### config.mk
export PLATFORM = sky130hd
export DESIGN_NAME = ttx_req_gen
export DESIGN_NICKNAME = d
export VERILOG_FILES = /design/src/rtl/ttx_pkg.sv /design/src/rtl/ttx_cfg_regs.sv /design/src/rtl/ttx_line_window.sv /design/src/rtl/ttx_clk_div.sv /design/src/rtl/ttx_req_gen.sv
export SDC_FILE = /design/constraint.sdc
export NUM_CORES = 1
export LEC_CHECK = 0
export BUFFER_PORTS_ARGS = -buffer_cell sky130_fd_sc_hd__buf_4
export CAP_MARGIN = 10
export CELL_PAD_IN_SITES_DETAIL_PLACEMENT = 1
export CELL_PAD_IN_SITES_GLOBAL_PLACEMENT = 2
export CORE_ASPECT_RATIO = 1.75
export CORE_MARGIN = 5
export CORE_UTILIZATION = 32
export DETAILED_ROUTE_END_ITERATION = 8
export GPL_TIMING_DRIVEN = 0
export HOLD_SLACK_MARGIN = 0.06
export MAX_ROUTING_LAYER = met4
export PLACE_DENSITY = 0.68
export SYNTH_ARGS = -nofsm -noshare
export SYNTH_HDL_FRONTEND = slang
export SYNTH_SLANG_ARGS = --single-unit
### constraint.sdc
create_clock -name clk -period 2.5 [get_ports clk]
set_input_delay 0.25 -clock clk [delete_from_list [all_inputs] [get_ports clk]]
set_output_delay 0.25 -clock clk [all_outputs]
set_load 0.1 [all_outputs]
### src/rtl/ttx_pkg.sv
package ttx_pkg;

    localparam int HPOS_W = 11;
    localparam int LINE_W = 9;
    localparam int BYTE_W = 8;
    localparam int ADDR_W = 4;
    localparam int HHI_W  = HPOS_W - BYTE_W;

    typedef struct packed {
        logic [LINE_W-1:0] first;
        logic [LINE_W-1:0] last;
    } line_win_t;

    typedef struct packed {
        logic              en;
        logic              clk_mode;
        logic [HPOS_W-1:0] h_rise;
        logic [HPOS_W-1:0] h_fall;
        line_win_t         f1;
        line_win_t         f2;
    } ttx_cfg_t;

    typedef enum logic [ADDR_W-1:0] {
        A_HRISE_LO = 4'd0,
        A_HFALL_LO = 4'd1,
        A_HPOS_HI  = 4'd2,
        A_CTRL     = 4'd3,
        A_F1_FIRST = 4'd4,
        A_F1_LAST  = 4'd5,
        A_F2_FIRST = 4'd6,
        A_F2_LAST  = 4'd7,
        A_SYSRST   = 4'd8
    } ttx_addr_e;

    // control byte bit positions
    localparam int CB_EN     = 0;
    localparam int CB_MODE   = 1;
    localparam int CB_F1F_HI = 2;
    localparam int CB_F1L_HI = 3;
    localparam int CB_F2F_HI = 4;
    localparam int CB_F2L_HI = 5;
    localparam int SYSRST_BIT = 7;

    function automatic logic line_inside(line_win_t w, logic [LINE_W-1:0] ln);
        return (ln >= w.first) && (ln <= w.last);
    endfunction

endpackage

### src/rtl/ttx_cfg_regs.sv
module ttx_cfg_regs
    import ttx_pkg::*;
(
    input  logic                  clk,
    input  logic                  rst,
    input  logic                  we,
    input  logic [ADDR_W-1:0]     addr,
    input  logic [BYTE_W-1:0]     wdata,
    output ttx_cfg_t              cfg
);

    ttx_cfg_t cfg_q;

    always_ff @(posedge clk) begin
        if (rst) begin
            cfg_q <= '0;
        end else if (we) begin
            case (ttx_addr_e'(addr))
                A_HRISE_LO: cfg_q.h_rise[BYTE_W-1:0] <= wdata;
                A_HFALL_LO: cfg_q.h_fall[BYTE_W-1:0] <= wdata;
                A_HPOS_HI: begin
                    cfg_q.h_rise[HPOS_W-1:BYTE_W] <= wdata[HHI_W-1:0];
                    cfg_q.h_fall[HPOS_W-1:BYTE_W] <= wdata[2*HHI_W-1:HHI_W];
                end
                A_CTRL: begin
                    cfg_q.en                 <= wdata[CB_EN];
                    cfg_q.clk_mode           <= wdata[CB_MODE];
                    cfg_q.f1.first[LINE_W-1] <= wdata[CB_F1F_HI];
                    cfg_q.f1.last[LINE_W-1]  <= wdata[CB_F1L_HI];
                    cfg_q.f2.first[LINE_W-1] <= wdata[CB_F2F_HI];
                    cfg_q.f2.last[LINE_W-1]  <= wdata[CB_F2L_HI];
                end
                A_F1_FIRST: cfg_q.f1.first[BYTE_W-1:0] <= wdata;
                A_F1_LAST:  cfg_q.f1.last[BYTE_W-1:0]  <= wdata;
                A_F2_FIRST: cfg_q.f2.first[BYTE_W-1:0] <= wdata;
                A_F2_LAST:  cfg_q.f2.last[BYTE_W-1:0]  <= wdata;
                A_SYSRST: begin
                    if (wdata[SYSRST_BIT]) cfg_q <= '0;
                end
                default: ;
            endcase
        end
    end

    assign cfg = cfg_q;


    sysrst_clear_chk: assert property (@(posedge clk) disable iff (rst)
        (we && addr == A_SYSRST && wdata[SYSRST_BIT]) |=> (cfg == '0));

endmodule

### src/rtl/ttx_line_window.sv
module ttx_line_window
    import ttx_pkg::*;
(
    input  line_win_t          f1_win,
    input  line_win_t          f2_win,
    input  logic [LINE_W-1:0]  line_cnt,
    input  logic               field_sel,
    output logic               win_hit
);

    logic hit_f1, hit_f2;

    always_comb begin
        hit_f1  = line_inside(f1_win, line_cnt);
        hit_f2  = line_inside(f2_win, line_cnt);
        win_hit = field_sel ? hit_f2 : hit_f1;
    end

endmodule

### src/rtl/ttx_clk_div.sv
module ttx_clk_div #(
    parameter int DIV = 4
) (
    input  logic clk,
    input  logic rst,
    output logic phase
);

    localparam int CNT_W = (DIV > 2) ? $clog2(DIV) : 1;
    localparam int HALF  = DIV / 2;
    localparam logic [CNT_W-1:0] LAST = CNT_W'(DIV - 1);

    logic [CNT_W-1:0] cnt_q;

    always_ff @(posedge clk) begin
        if (rst)                cnt_q <= '0;
        else if (cnt_q == LAST) cnt_q <= '0;
        else                    cnt_q <= cnt_q + 1'b1;
    end

    assign phase = (cnt_q < CNT_W'(HALF));


    div_wrap_chk: assert property (@(posedge clk) disable iff (rst)
        (cnt_q == LAST) |=> phase);

endmodule

### src/rtl/ttx_req_gen.sv
module ttx_req_gen
    import ttx_pkg::*;
#(
    parameter int CLK_DIV = 4
) (
    input  logic                clk,
    input  logic                rst,
    input  logic                cfg_we,
    input  logic [ADDR_W-1:0]   cfg_addr,
    input  logic [BYTE_W-1:0]   cfg_wdata,
    input  logic [HPOS_W-1:0]   pix_cnt,
    input  logic [LINE_W-1:0]   line_cnt,
    input  logic                field_sel,
    output logic                ttx_out
);

    ttx_cfg_t cfg;
    logic     win_hit;
    logic     div_phase;
    logic     out_q, out_d;
    logic     span_ok;

    ttx_cfg_regs i_regs (
        .clk   (clk),
        .rst   (rst),
        .we    (cfg_we),
        .addr  (cfg_addr),
        .wdata (cfg_wdata),
        .cfg   (cfg)
    );

    ttx_line_window i_win (
        .f1_win    (cfg.f1),
        .f2_win    (cfg.f2),
        .line_cnt  (line_cnt),
        .field_sel (field_sel),
        .win_hit   (win_hit)
    );

    ttx_clk_div #(.DIV(CLK_DIV)) i_div (
        .clk   (clk),
        .rst   (rst),
        .phase (div_phase)
    );

    always_comb begin
        span_ok = cfg.h_fall > cfg.h_rise;
        out_d   = out_q;
        if (!cfg.en || !win_hit)        out_d = 1'b0;
        else if (cfg.clk_mode)          out_d = div_phase;
        else if (!span_ok)              out_d = 1'b0;
        else if (pix_cnt == cfg.h_fall) out_d = 1'b0;
        else if (pix_cnt == cfg.h_rise) out_d = 1'b1;
    end

    always_ff @(posedge clk) begin
        if (rst) out_q <= 1'b0;
        else     out_q <= out_d;
    end

    assign ttx_out = out_q;


    enable_off_chk: assert property (@(posedge clk) disable iff (rst)
        !cfg.en |=> !ttx_out);


    outside_window_chk: assert property (@(posedge clk) disable iff (rst)
        !win_hit |=> !ttx_out);


    empty_span_chk: assert property (@(posedge clk) disable iff (rst)
        (!cfg.clk_mode && cfg.h_fall <= cfg.h_rise) |=> !ttx_out);


    rise_match_chk: assert property (@(posedge clk) disable iff (rst)
        (cfg.en && win_hit && !cfg.clk_mode && cfg.h_fall > cfg.h_rise &&
         pix_cnt == cfg.h_rise) |=> ttx_out);


    clock_follow_chk: assert property (@(posedge clk) disable iff (rst)
        (cfg.en && win_hit && cfg.clk_mode) |=> (ttx_out == $past(div_phase)));

endmodule

# Yosys cells after proc, flatten, opt, wreduce, memory -nomap -nowiden
# Cells that the tools add are included.
[op_classes]
addsub = 1
n_lt_le_gt_ge = 6
n_eq_ne = 13
n_mux = 19
n_reduce_logical = 24
[op_table]
columns = ["op", "count"]
rows = [
  ["$pmux 8 s2", 6],
  ["$mux 60", 1],
  ["$reduce_and 3->1", 8],
  ["$eq 11x11->1", 2],
  ["$ge 9x9->1", 2],
  ["$le 9x9->1", 2],
  ["$eq 4x3->1 const B", 4],
  ["$reduce_bool 2->1", 8],
  ["$pmux 3 s2", 2],
  ["$gt 11x11->1", 1],
  ["$eq 4x2->1 const B", 2],
  ["$pmux 1 s2", 4],
  ["$mux 1", 5],
  ["$eq 4x1->1 const B", 1],
  ["$eq 4x4->1 const B", 1],
  ["$logic_not 4->1", 1],
  ["$ne 4x1->1 const B", 1],
  ["$pmux 2 s2", 1],
  ["$reduce_or 2->1", 2],
  ["$add 2x1->2 const B", 1],
  ["$eq 2x2->1 const B", 1],
  ["$logic_and 1x1->1", 2],
  ["$logic_not 1->1", 2],
  ["$lt 2x2->1 const B", 1],
  ["2 further kinds", 2],
]
[word_totals]
register_bits = 63
input_bits = 36
output_inout_bits = 1

# Depth between registers and ports, before layout
[logic_depth]
ltp_word = 6
depth_mapped = 8
depth_no_buf = 8

# Hierarchy
# Synthesis repeated with hierarchy kept, for this count alone.
[hier_totals]
cells_unflattened = 446
hier_area_um2 = 4184.0
[modules_own_cells]
columns = ["mod", "instances", "cells_each", "area_per_inst_um2", "seq_area_each_um2"]
rows = [
  ["ttx_cfg_regs", 1, 242, 2622.5, 1201.2],
  ["ttx_line_window", 1, 123, 902.1, 0.0],
  ["ttx_req_gen", 1, 75, 580.6, 20.0],
  ["ttx_clk_div", 1, 6, 78.8, 40.0],
]

# Worst setup path before layout
# OpenSTA, ideal clock, no wires.
[synth_path]
path_type = "register to register"
start = "reg i_regs.cfg_q (netlist bit i_regs.cfg[20])"
end = "reg out_q (netlist: ttx_out)"
setup_time_ns = 0.103
arrival_time_ns = 1.628
required_time_ns = 2.397
path_slack_ns = 0.768
stages_incl_launch_ff = 9
path_cell_list = "dfxtp_1 > inv_1 > ha_1 > a21oi_1 > a211oi_1 > nor3_1 > a21oi_1 > a211o_1 > a2111oi_2"
[synth_between]
elab_chain_len = 6
[synth_lines]
columns = ["item", "line", "text"]
rows = [
  ["from (decl)", "ttx_cfg_regs.sv:12", "ttx_cfg_t cfg_q;"],
  ["$le 9x9->1", "ttx_pkg.sv:45", "return (ln >= w.first) && (ln <= w.last);"],
  ["$logic_and 1x1->1", "ttx_pkg.sv:45", ""],
  ["$mux 1", "ttx_line_window.sv:16", "win_hit = field_sel ? hit_f2 : hit_f1;"],
  ["$logic_not 1->1", "ttx_req_gen.sv:49", "if (!cfg.en || !win_hit) out_d = 1'b0;"],
  ["$logic_or 1x1->1", "ttx_req_gen.sv:49", ""],
  ["$reduce_or 2->1 (no source line)", "-", ""],
  ["to (signal assigned)", "ttx_req_gen.sv:58", "else out_q <= out_d;"],
  ["to (decl)", "ttx_req_gen.sv:20", "logic out_q, out_d;"],
]
# No other way between the ends.
# A chain may end at the register's enable or synchronous reset.

# Final worst setup path
# Ends and elaborated chain as after synthesis.

==> results list <==
* Cell at the root of the clock tree: sky130_fd_sc_hd__clkbuf_16
* Largest net degree at the start of global routing: 13
* Commonest cells after routing, fill and taps aside: 65 x sky130_fd_sc_hd__nor2_1, 63 x sky130_fd_sc_hd__dfxtp_1, 60 x sky130_fd_sc_hd__mux2i_1
- Counting the fill cells in the layout gives 1419.
- Tightest hold margin: 0.273 ns
- Kind of critical path: register to register
- Seq/Total Area, Yosys: 32.2%
- Final #Nets: 567
- Final count of pins violating max slew: 0
- Counting flops with a built-in enable in the synthesized netlist gives 0.
- Cell depth of the worst flop-to-flop path: 8
* Final wirelength: 11.4 mm
- Predominant post-synthesis flop cell: sky130_fd_sc_hd__dfxtp_1
* Antenna-violating nets left: 0
- Count of hold buffers inserted by post-cts repair: 0
- Shortest period the worst path allows: 1.98 ns
* Slowest CP cell: sky130_fd_sc_hd__a2111oi_2
* CTS tree: done
- Final clock period utilization by the worst path: 79.4%
* Starting utilization of the core area: 32.6%
* Normalized max-slew margin: 50.4%
* Summed instance area of the synthesized netlist: 3920 um2
- Fraction of post-synthesis cell area in the top cell type by area: 32.2%
- In this run the mean area of a mapped cell was 8.92 um2.
* Logic depth of the worst setup path including buffers: 8
- The worst setup path is captured at a register.
* Total nets after synthesis: 523
- Placement-stage worst setup slack: 0.459 ns
* Largest cells by area after synthesis: sky130_fd_sc_hd__dfxtp_1 32%, sky130_fd_sc_hd__ha_1 15%, sky130_fd_sc_hd__mux2i_1 15%, sky130_fd_sc_hd__nor2_1 6.2%, sky130_fd_sc_hd__xor2_1 4.9%
- Slowest Stage Delay on Critical Path: 0.34 ns
- Setup total negative slack on the finished layout was measured at 0 ns.
- The number of antenna violations at the first check in global routing was 0.
- Timing would allow up to 0.504 GHz.
- The setup check on the worst reg-to-reg path leaves a slack of 0.52 ns.
- IR analysis of the VDD net gives a maximum drop of 0.314 mV.
- The run finished with clean final reports.
- Routed via count divided by cell count: 4.83
- Via count of the first global-routing pass: 3406
- Setup violations remaining at the end of the flow were counted as 0.
- In this run the critical register-to-register path is captured at ttx_out.
- The path class of the tightest hold or removal check is primary input to register.
* Crit path max fanout: 3
- Commonest non-fill, non-tap cell in the layout: sky130_fd_sc_hd__nor2_1
- Global-route wire length before repair: 18.2 mm
- Yosys mapped the design onto 41 distinct sky130hd cell types.
* H-tree depth reported by CTS: 3
* Cell class contributing the biggest share of worst-path delay: compound AO/OA/AOI/OAI gates
- Yosys printed 0 warnings.
- The most numerous cell type found on the critical path is sky130_fd_sc_hd__a21oi_1.
- The number of hold-slack violations in the final timing report is 0.
- Origin of the worst min-delay path: field_sel
- Number of buffers created by CTS: 9
* Final core occ: 39.7%
- Post-CTS repair changed the size of 0 cells.
* Final weighted congestion of routability-driven global placement: 0.892
* Die boundary width: 93.6 um
- The number of antenna diodes in the final layout is 0.
* Number of vias after detailed routing: 3151
* Cell type with the largest total area after synthesis: sky130_fd_sc_hd__dfxtp_1
* Maximum root-to-sink buffer count: 2
* Crit-path cells: inv_1 > ha_1 > a21oi_1 > a211oi_1 > nor3_1 > a21oi_1 > a211o_1 > a2111oi_2
- Setup repair after global routing missed its margin: false
- For this run, the detailed router's first-pass iteration total came to 4.
* Number of buffer and inverter stages on the critical path: 1
- Post-route design area: 4760 um2
* Number of synthesized register bits: 63
- In this run the vertical extent of the chip is 156 um.
* Worst-Skew Late Latency: 0.34 ns
* Total die area: 14600 um2
- Min-Delay Path Depth: 3
- Summed over all cells, the static leakage comes to 0.00205 uW.
- Initial DRC count: 60
- For the pin with the worst max-slew slack, the measured transition is 0.744 ns.
- The worst path meets setup with 0.515 ns of slack.
- The path with the worst hold slack has its endpoint at ttx_out.
- Syn-to-layout area delta: 21.6%
- For the worst setup path, the data required time is 2.74 ns.
- Number of placement rows: 53
- The worst setup path is launched from a register.
- The total area inside the core boundary comes to 12000 um2.
* Overall track demand over capacity in global routing: 17.3%
- In this run the power density over the cells is 644 nW/um2.
- Origin of the critical flop-to-flop path: i_regs.cfg[20]
- Once detailed placement completed, the half-perimeter wirelength came to 9.09 mm.
- Clock transition at the registers of the reported paths: 0.06 ns
- Max-cap violations in this run came to 0.
* Wire length per cell: 17.5 um
- Between clock sinks in the finished design, the worst skew comes to 0.00375 ns.
- In this run the count of I/O pins placed on the die edge is 37.
- After synthesis, the share of flip-flops with an asynchronous set or reset is 0%.
* DP Area: 4370 um2
- Area of combinational cells with multiple inputs: 2370 um2
- Global route overflow: 0
- In this run the post-CTS setup repair buffer count came out at 0.
* DRC errors left: 0
- Arrival time at the worst endpoint: 2.22 ns
- The sequential cells in the finished layout cover a total of 1260 um2.
- The post-route netlist has 13.5% of its cells at a drive strength greater than 1.
- Sinks on Clock Net: 63
* Number of instances in the synthesized netlist: 439
- Count of input and output buffers: 33
## per-layer routing
layer / wire length [um] / GRT usage (%) / vias to the layer above
li1: - / - / 1577
met1: 4430 / 17.9 / 1513
met2: 6400 / 31.9 / 39
met3: 212 / 2.55 / 22
met4: 365 / 7.58 / 0
met5: 0 / - / -
## cells in the mapped netlist (all sizes together), types with 5 or more instances
| cell | count |
|---|---|
| a21oi | 20 |
| buf | 6 |
| clkbuf | 13 |
| dfxtp | 63 |
| ha | 48 |
| inv | 48 |
| mux2i | 60 |
| nand2 | 7 |
| nand2b | 5 |
| nor2 | 66 |
| nor2b | 16 |
| nor3 | 14 |
| nor4 | 5 |
| o21ai | 14 |
| xor2 | 22 |
## where the power goes
part,internal [uW],switching [uW],leakage [uW]
clock network,1180,493,0.000190
logic,148,204,0.00135
registers,1030,14.8,0.000509
total,2360,711,0.00205
## worst reg2reg max path, stage by stage, from the launching register on
cell and delay, ns:
sky130_fd_sc_hd__dfxtp_1 0.33, sky130_fd_sc_hd__inv_1 0.05, sky130_fd_sc_hd__ha_1 0.30, sky130_fd_sc_hd__a21oi_1 0.23, sky130_fd_sc_hd__a211oi_1 0.11, sky130_fd_sc_hd__nor3_1 0.17, sky130_fd_sc_hd__a21oi_1 0.09, sky130_fd_sc_hd__a211o_1 0.27
sky130_fd_sc_hd__a2111oi_2 0.34
## stage by stage
step	cells	power, uW
5_1_grt	653	3200
4_1_cts	653	3120
3_5_place_dp	637	1420
6_report	653	3070
3_3_place_gp	637	1410
2_1_floorplan	439	1270
## registers in the layout, summed over array words and instances (netlist names)
name and flops:
i_regs.cfg 60, i_div.cnt_q 2, ttx_out 1
## cells by family (layout without fill, tap and decap cells)
family,after synthesis,count (layout),synth area share (%)
xor+xnor,22,22,4.92
compound gates,44,44,6.81
simple gates,134,134,17.8
flops,63,63,32.2
buf+inv,67,116,7.19
fa+ha+maj,48,48,15.3
mux,61,61,15.7
## area by class of cell
cell class                 count  area share, %
multi-input combinational    309           49.8
sequential                    63           26.5
timing repair buffer          33           5.20
clock buffer                   9           4.73
tap                          165           4.34
inverter                      48           3.78
clock inverter                 7           3.52
buffer                        19           2.13
## how the worst max path moves through the flow
| stage | endpoint | slack, ns | startpoint |
|---|---|---|---|
| 4_1_cts | ttx_out | 0.47 | i_regs.cfg[20] |
| 3_3_place_gp | ttx_out | 0.46 | line_cnt[2] |
| 6_report | ttx_out | 0.52 | i_regs.cfg[20] |
| 5_1_grt | ttx_out | 0.38 | i_regs.cfg[20] |
| 2_1_floorplan | ttx_out | 0.77 | i_regs.cfg[20] |
| 3_5_place_dp | ttx_out | 0.46 | line_cnt[2] |
Note: power is estimated with default switching activity, not from simulation.
